### config.mk
export PLATFORM = sky130hd
export DESIGN_NAME = audio_mute_ctrl
export DESIGN_NICKNAME = d
export VERILOG_FILES = /design/src/rtl/amc_pkg.sv /design/src/rtl/amc_rst_sync.sv /design/src/rtl/amc_cfg_regs.sv /design/src/rtl/amc_mute_decide.sv /design/src/rtl/amc_data_sel.sv /design/src/rtl/audio_mute_ctrl.sv
export SDC_FILE = /design/constraint.sdc
export NUM_CORES = 1
export LEC_CHECK = 0
export CAP_MARGIN = 10
export CORE_MARGIN = 4
export CORE_UTILIZATION = 39
export CTS_CLUSTER_SIZE = 14
export DETAILED_ROUTE_END_ITERATION = 6
export GPL_TIMING_DRIVEN = 1
export PLACE_DENSITY = 0.75
export SLEW_MARGIN = 40
export SYNTH_ARGS = -nofsm -noshare
export SYNTH_HDL_FRONTEND = slang
export SYNTH_SLANG_ARGS = --single-unit
### constraint.sdc
create_clock -name clk -period 1.5 [get_ports clk]
set_input_delay 0.3 -clock clk [delete_from_list [all_inputs] [get_ports clk]]
set_output_delay 0.3 -clock clk [all_outputs]
set_load 0.03 [all_outputs]
### src/rtl/amc_pkg.sv
package amc_pkg;
  typedef enum logic [1:0] {
    FMT_SPDIF  = 2'd0,
    FMT_PCM    = 2'd1,
    FMT_ONEBIT = 2'd2,
    FMT_PCM_B  = 2'd3
  } amc_fmt_e;

  localparam int unsigned FLAG_W = 4;
  localparam int unsigned FLAG_V = 0;
  localparam int unsigned FLAG_U = 1;
  localparam int unsigned FLAG_C = 2;
  localparam int unsigned FLAG_P = 3;
endpackage

### src/rtl/amc_rst_sync.sv
module amc_rst_sync #(
  parameter int unsigned STAGES = 2
) (
  input  logic clk,
  input  logic rst_n,
  output logic rst_s_n
);
  logic [STAGES-1:0] chain_q;

  always_ff @(posedge clk or negedge rst_n) begin
    if (!rst_n) chain_q <= '0;
    else        chain_q <= {chain_q[STAGES-2:0], 1'b1};
  end

  assign rst_s_n = chain_q[STAGES-1];
endmodule

### src/rtl/amc_cfg_regs.sv
module amc_cfg_regs #(
  parameter logic [7:0] FILL_RESET = 8'h96
) (
  input  logic       clk,
  input  logic       rst_n,
  input  logic       we,
  input  logic       sw_mute_d,
  input  logic       hw_en_d,
  input  logic [7:0] fill_d,
  output logic       sw_mute_q,
  output logic       hw_en_q,
  output logic [7:0] fill_q
);
  logic       sw_nxt;
  logic       hw_nxt;
  logic [7:0] fill_nxt;

  always_comb begin
    sw_nxt   = sw_mute_q;
    hw_nxt   = hw_en_q;
    fill_nxt = fill_q;
    if (we) begin
      sw_nxt   = sw_mute_d;
      hw_nxt   = hw_en_d;
      fill_nxt = fill_d;
    end
  end

  always_ff @(posedge clk or negedge rst_n) begin
    if (!rst_n) begin
      sw_mute_q <= 1'b1;
      hw_en_q   <= 1'b1;
      fill_q    <= FILL_RESET;
    end else begin
      sw_mute_q <= sw_nxt;
      hw_en_q   <= hw_nxt;
      fill_q    <= fill_nxt;
    end
  end
endmodule

### src/rtl/amc_mute_decide.sv
module amc_mute_decide
  import amc_pkg::*;
(
  input  logic     clk,
  input  logic     rst_n,
  input  logic     sw_mute,
  input  logic     hw_en,
  input  logic     pll_locked,
  input  logic     fifo_ready,
  input  logic     anc_nodata,
  input  amc_fmt_e fmt,
  input  logic     lrclk,
  input  logic     blk_bound,
  output logic     boundary,
  output logic     mute_status,
  output logic     mute_pin
);
  logic lrclk_q;
  logic hw_cond;
  logic req;
  logic pin_nxt;

  always_comb begin
    hw_cond = !pll_locked || !fifo_ready || anc_nodata;
    req     = sw_mute || (hw_en && hw_cond);
    if (fmt == FMT_ONEBIT) boundary = blk_bound;
    else                   boundary = lrclk && !lrclk_q;
    pin_nxt = boundary ? req : mute_pin;
  end

  always_ff @(posedge clk or negedge rst_n) begin
    if (!rst_n) begin
      lrclk_q     <= 1'b0;
      mute_status <= 1'b1;
      mute_pin    <= 1'b1;
    end else begin
      lrclk_q     <= lrclk;
      mute_status <= req;
      mute_pin    <= pin_nxt;
    end
  end
endmodule

### src/rtl/amc_data_sel.sv
module amc_data_sel
  import amc_pkg::*;
#(
  parameter int unsigned SAMPLE_W = 24
) (
  input  logic                clk,
  input  logic                rst_n,
  input  amc_fmt_e            fmt,
  input  logic                mute,
  input  logic [7:0]          fill,
  input  logic [SAMPLE_W-1:0] sample_in,
  input  logic [FLAG_W-1:0]   flags_in,
  output logic [SAMPLE_W-1:0] sample_out,
  output logic [FLAG_W-1:0]   flags_out
);
  localparam int unsigned LANES = SAMPLE_W / 8;

  logic [SAMPLE_W-1:0] fill_word;
  logic [SAMPLE_W-1:0] sample_nxt;
  logic [FLAG_W-1:0]   flags_nxt;

  for (genvar g = 0; g < LANES; g++) begin : g_lane
    assign fill_word[g*8 +: 8] = fill;
  end

  always_comb begin
    sample_nxt = sample_in;
    flags_nxt  = flags_in;
    unique case (fmt)
      FMT_SPDIF: begin
        if (mute) begin
          sample_nxt        = '0;
          flags_nxt         = flags_in;
          flags_nxt[FLAG_P] = flags_in[FLAG_C] ^ flags_in[FLAG_U] ^ flags_in[FLAG_V];
        end
      end
      FMT_ONEBIT: begin
        if (mute) begin
          sample_nxt = fill_word;
          flags_nxt  = '0;
        end
      end
      default: begin
        if (mute || flags_in[FLAG_V]) begin
          sample_nxt = '0;
          flags_nxt  = '0;
        end
      end
    endcase
  end

  always_ff @(posedge clk or negedge rst_n) begin
    if (!rst_n) begin
      sample_out <= '0;
      flags_out  <= '0;
    end else begin
      sample_out <= sample_nxt;
      flags_out  <= flags_nxt;
    end
  end
endmodule

### src/rtl/audio_mute_ctrl.sv
module audio_mute_ctrl
  import amc_pkg::*;
#(
  parameter int unsigned SAMPLE_W   = 24,
  parameter logic [7:0]  FILL_RESET = 8'h96
) (
  input  logic                clk,
  input  logic                rst_n,
  input  logic                cfg_we,
  input  logic                cfg_sw_mute,
  input  logic                cfg_hw_en,
  input  logic [7:0]          cfg_fill,
  input  logic                pll_locked,
  input  logic                fifo_ready,
  input  logic                anc_nodata,
  input  logic [1:0]          fmt,
  input  logic                lrclk,
  input  logic                blk_bound,
  input  logic [SAMPLE_W-1:0] sample_in,
  input  logic [3:0]          flags_in,
  output logic [SAMPLE_W-1:0] sample_out,
  output logic [3:0]          flags_out,
  output logic                mute_status,
  output logic                mute_pin
);
  logic       rst_s_n;
  logic       sw_q;
  logic       hw_en_q;
  logic [7:0] fill_q;
  logic       boundary;
  amc_fmt_e   fmt_e;

  assign fmt_e = amc_fmt_e'(fmt);

  amc_rst_sync #(.STAGES(2)) u_rst (
    .clk(clk), .rst_n(rst_n), .rst_s_n(rst_s_n)
  );

  amc_cfg_regs #(.FILL_RESET(FILL_RESET)) u_cfg (
    .clk(clk), .rst_n(rst_s_n), .we(cfg_we),
    .sw_mute_d(cfg_sw_mute), .hw_en_d(cfg_hw_en), .fill_d(cfg_fill),
    .sw_mute_q(sw_q), .hw_en_q(hw_en_q), .fill_q(fill_q)
  );

  amc_mute_decide u_dec (
    .clk(clk), .rst_n(rst_s_n), .sw_mute(sw_q), .hw_en(hw_en_q),
    .pll_locked(pll_locked), .fifo_ready(fifo_ready), .anc_nodata(anc_nodata),
    .fmt(fmt_e), .lrclk(lrclk), .blk_bound(blk_bound),
    .boundary(boundary), .mute_status(mute_status), .mute_pin(mute_pin)
  );

  amc_data_sel #(.SAMPLE_W(SAMPLE_W)) u_sel (
    .clk(clk), .rst_n(rst_s_n), .fmt(fmt_e), .mute(mute_pin), .fill(fill_q),
    .sample_in(sample_in), .flags_in(flags_in),
    .sample_out(sample_out), .flags_out(flags_out)
  );
endmodule

==> run_results.csv <==
group,metric,value,unit
layout,antennaDiodeCount,0,
synth,synth-seq-cells,43,
die,io_pins,78,
route,totalWireLength,3854,um
sta,period_minus_slack,1426,ps
critical_path,path_max_fanout,6,
cts,post_cts_buffers,0,
power,power_leakage,1.206,nW
global_route,use_met1,18.12,%
layout,syn_to_final_growth,59.86,%
cts,clock-sinks,43,
sta,drv_slew,0,
layout,stdcell_count,240,
die,start_util,41.60,%
power,cellPowerDensity,1183,mW/mm^2
sta,finalHoldViolCount,0,
global_route,gr-max-usage-layer,"met2",
synth,synth_nets,153,
global_route,grt_max_degree,25,
flow_run,cap_violations,0,
route,drt_first_pass_iters,4,
cts,cts.clk_slew.worst_paths,80,ps
global_route,grt_usage,16.39,%
synth,ys_types,21,
die,die_h,71.66,um
critical_path,cp.required,1200,ps
global_route,gr-total-overflow,0,
layout,final_common_cell,"clkdlybuf4s50_1",
synth,yosys_warnings,0,
layout,drive_gt1_share,19.79,%
global_route,grt_pass1_wl,6375,um
global_route,grt_pass1_vias,1304,
global_route,antenna_found_initial,0,
synth,syn_inst,105,
die,rows,22,
sta,skew,3.452,ps
critical_path,crit_arrival,1130,ps
route,detail_route.iter0.violations,87,
global_route,grtUsageMet3,4.769,%
layout,finish.utilization,66.50,%
sta,maxSlewHeadroom,64.11,%
sta,tightest_slew,537.1,ps
route,drc,0,
synth,synthesis.area,0.001580,mm^2
power,p_total,2.989,mW
critical_path,rrSetupSlack,150,ps
cts,cts_tree,"done",
sta,fin_crit_sh,95.07,%
die,coreArea,0.003799,mm^2
cts,clk_latency,290,ps
critical_path,endpoint_kind,"output port",
critical_path,startpoint_type,"flip-flop",
sta,fmax,701.2,MHz
sta,setup_viol,0,
die,dieArea,0.005134,mm^2
die,die_w,71.66,um
route,vias_per_cell,4.963,
cts,clockRootBuffer,"clkbuf_8",
sta,setup_slack,73.97,ps
placed_design,gp_congestion,0.6729,
layout,nets,239,
route,wl_per_cell,16.06,um
status,status,"complete, no violations",
placed_design,placedCellCount,232,
critical_path,worstSetupPathType,"flip-flop to output port",
placed_design,post-place-ws,-428.0,ps
placed_design,io_buffers,77,
layout,final_cell_mix,"47 x clkdlybuf4s50_1, 34 x dfrtp_1, 28 x dlygate4sd2_1, 24 x a22o_1, 10 x mux2_2",
cts,cts_inserted_buffers,5,
synth,syn_avg_cell_area,15.05,um^2
global_route,groute.layer.met2.usage,28.67,%
route,dr_total_vias,1191,
placed_design,hpwl,3015,um
cts,h-tree-depth,2,
route,ant_nets,0,
synth,seq_area_frac_synth,68.73,%
sta,rsz0062_at_grt,"no",
power,irDropWorstVdd,0.6351,mV
hold_path,hold_path.class,"primary input to async pin",
sta,whs,162.5,ps
cts,clockBufferDepth,2,
registers in the layout (all words and copies together) (netlist names), 2 cells and up:
signal            flops
u_rst.chain_q         2
u_cfg.fill_q          8
u_sel.flags_out       4
u_sel.sample_out     24
power breakdown:
group | internal, mW | switching, mW
Combinational | 0.378 | 0.458
Sequential | 1.32 | 0.0675
Clock | 0.375 | 0.385
worst max-delay path: stages, from the launching register on:
cell	delay (ps)
dfstp_2	540
buf_4	140
buf_4	160
per-stage QoR:
step           setup TNS, ps  area, um^2
2_1_floorplan              0        1580
3_3_place_gp           -8236        2462
3_5_place_dp          -10060        2462
4_1_cts                    0        2531
5_1_grt                    0        2526
6_report                   0        2526
cell usage after synthesis, drive strengths merged:
master  instances  area (um^2)
a211o           1        8.760
a21oi           3        18.77
a22o           24        210.2
a31oi           1        6.260
and2            2        12.51
buf             5        25.02
conb            1        3.750
dfrtp          35        875.8
dfstp           8        210.2
mux2           11        123.9
mux2i           1        10.01
nand2           1        3.750
nand2b          4        25.02
nor2            4        17.52
nor2b           1        6.260
nor4            1        6.260
o21bai          1        7.510
xnor2           1        8.760
kinds of logic (layout without fill, tap and decap cells):
logic type      count (synthesis)  after routing  share of synthesized area, %
xor+xnor                        1              1                        0.5543
other cells                     1              1                        0.2373
buf+inv                         5             92                         1.583
simple gates                   13             13                         4.513
flops                          43             43                         68.73
compound gates                 30             30                         15.92
mux                            12             12                         8.472
path summary, 6_finish.rpt:
check / startpoint / endpoint / cells after the start
max: u_dec.mute_pin$_DFFE_PN1P_ / mute_pin / 2
min: rst_n / u_rst.chain_q[0]$_DFF_PN0_ / 1
max reg2reg: u_dec.mute_pin$_DFFE_PN1P_ / u_sel.sample_out[0]$_DFF_PN0_ / 3
min reg2reg: u_rst.chain_q[1]$_DFF_PN0_ / u_dec.lrclk_q$_DFF_PN0_ / 0
max in group asynchronous: u_rst.chain_q[1]$_DFF_PN0_ / u_cfg.fill_q[1]$_DFFE_PN1P_ / 1
min in group clk: u_rst.chain_q[0]$_DFF_PN0_ / u_rst.chain_q[1]$_DFF_PN0_ / 0
cell type report:
cell class                      count  area, um^2
Tap cell                           48       60.06
Multi-Input combinational cell     57       474.2
Timing Repair Buffer               84       805.8
Clock buffer                        6       82.58
Clock inverter                      2       16.27
Sequential cell                    43        1087
Fill cell                         303        1272
routing by layer:
layer	vias to the layer above	wire (um)
li1	559	-
met1	576	1420
met2	46	2118
met3	10	208
met4	0	107
met5	-	0
repair_timing:
item / 4_1_cts / 5_1_grt
hold buffers: 0 / 0
setup endpoints to repair: 53 / 1
gates resized for setup: 31 / 1
pin swaps: 0 / 0
No activity file was read; power rests on OpenSTA's default activity.
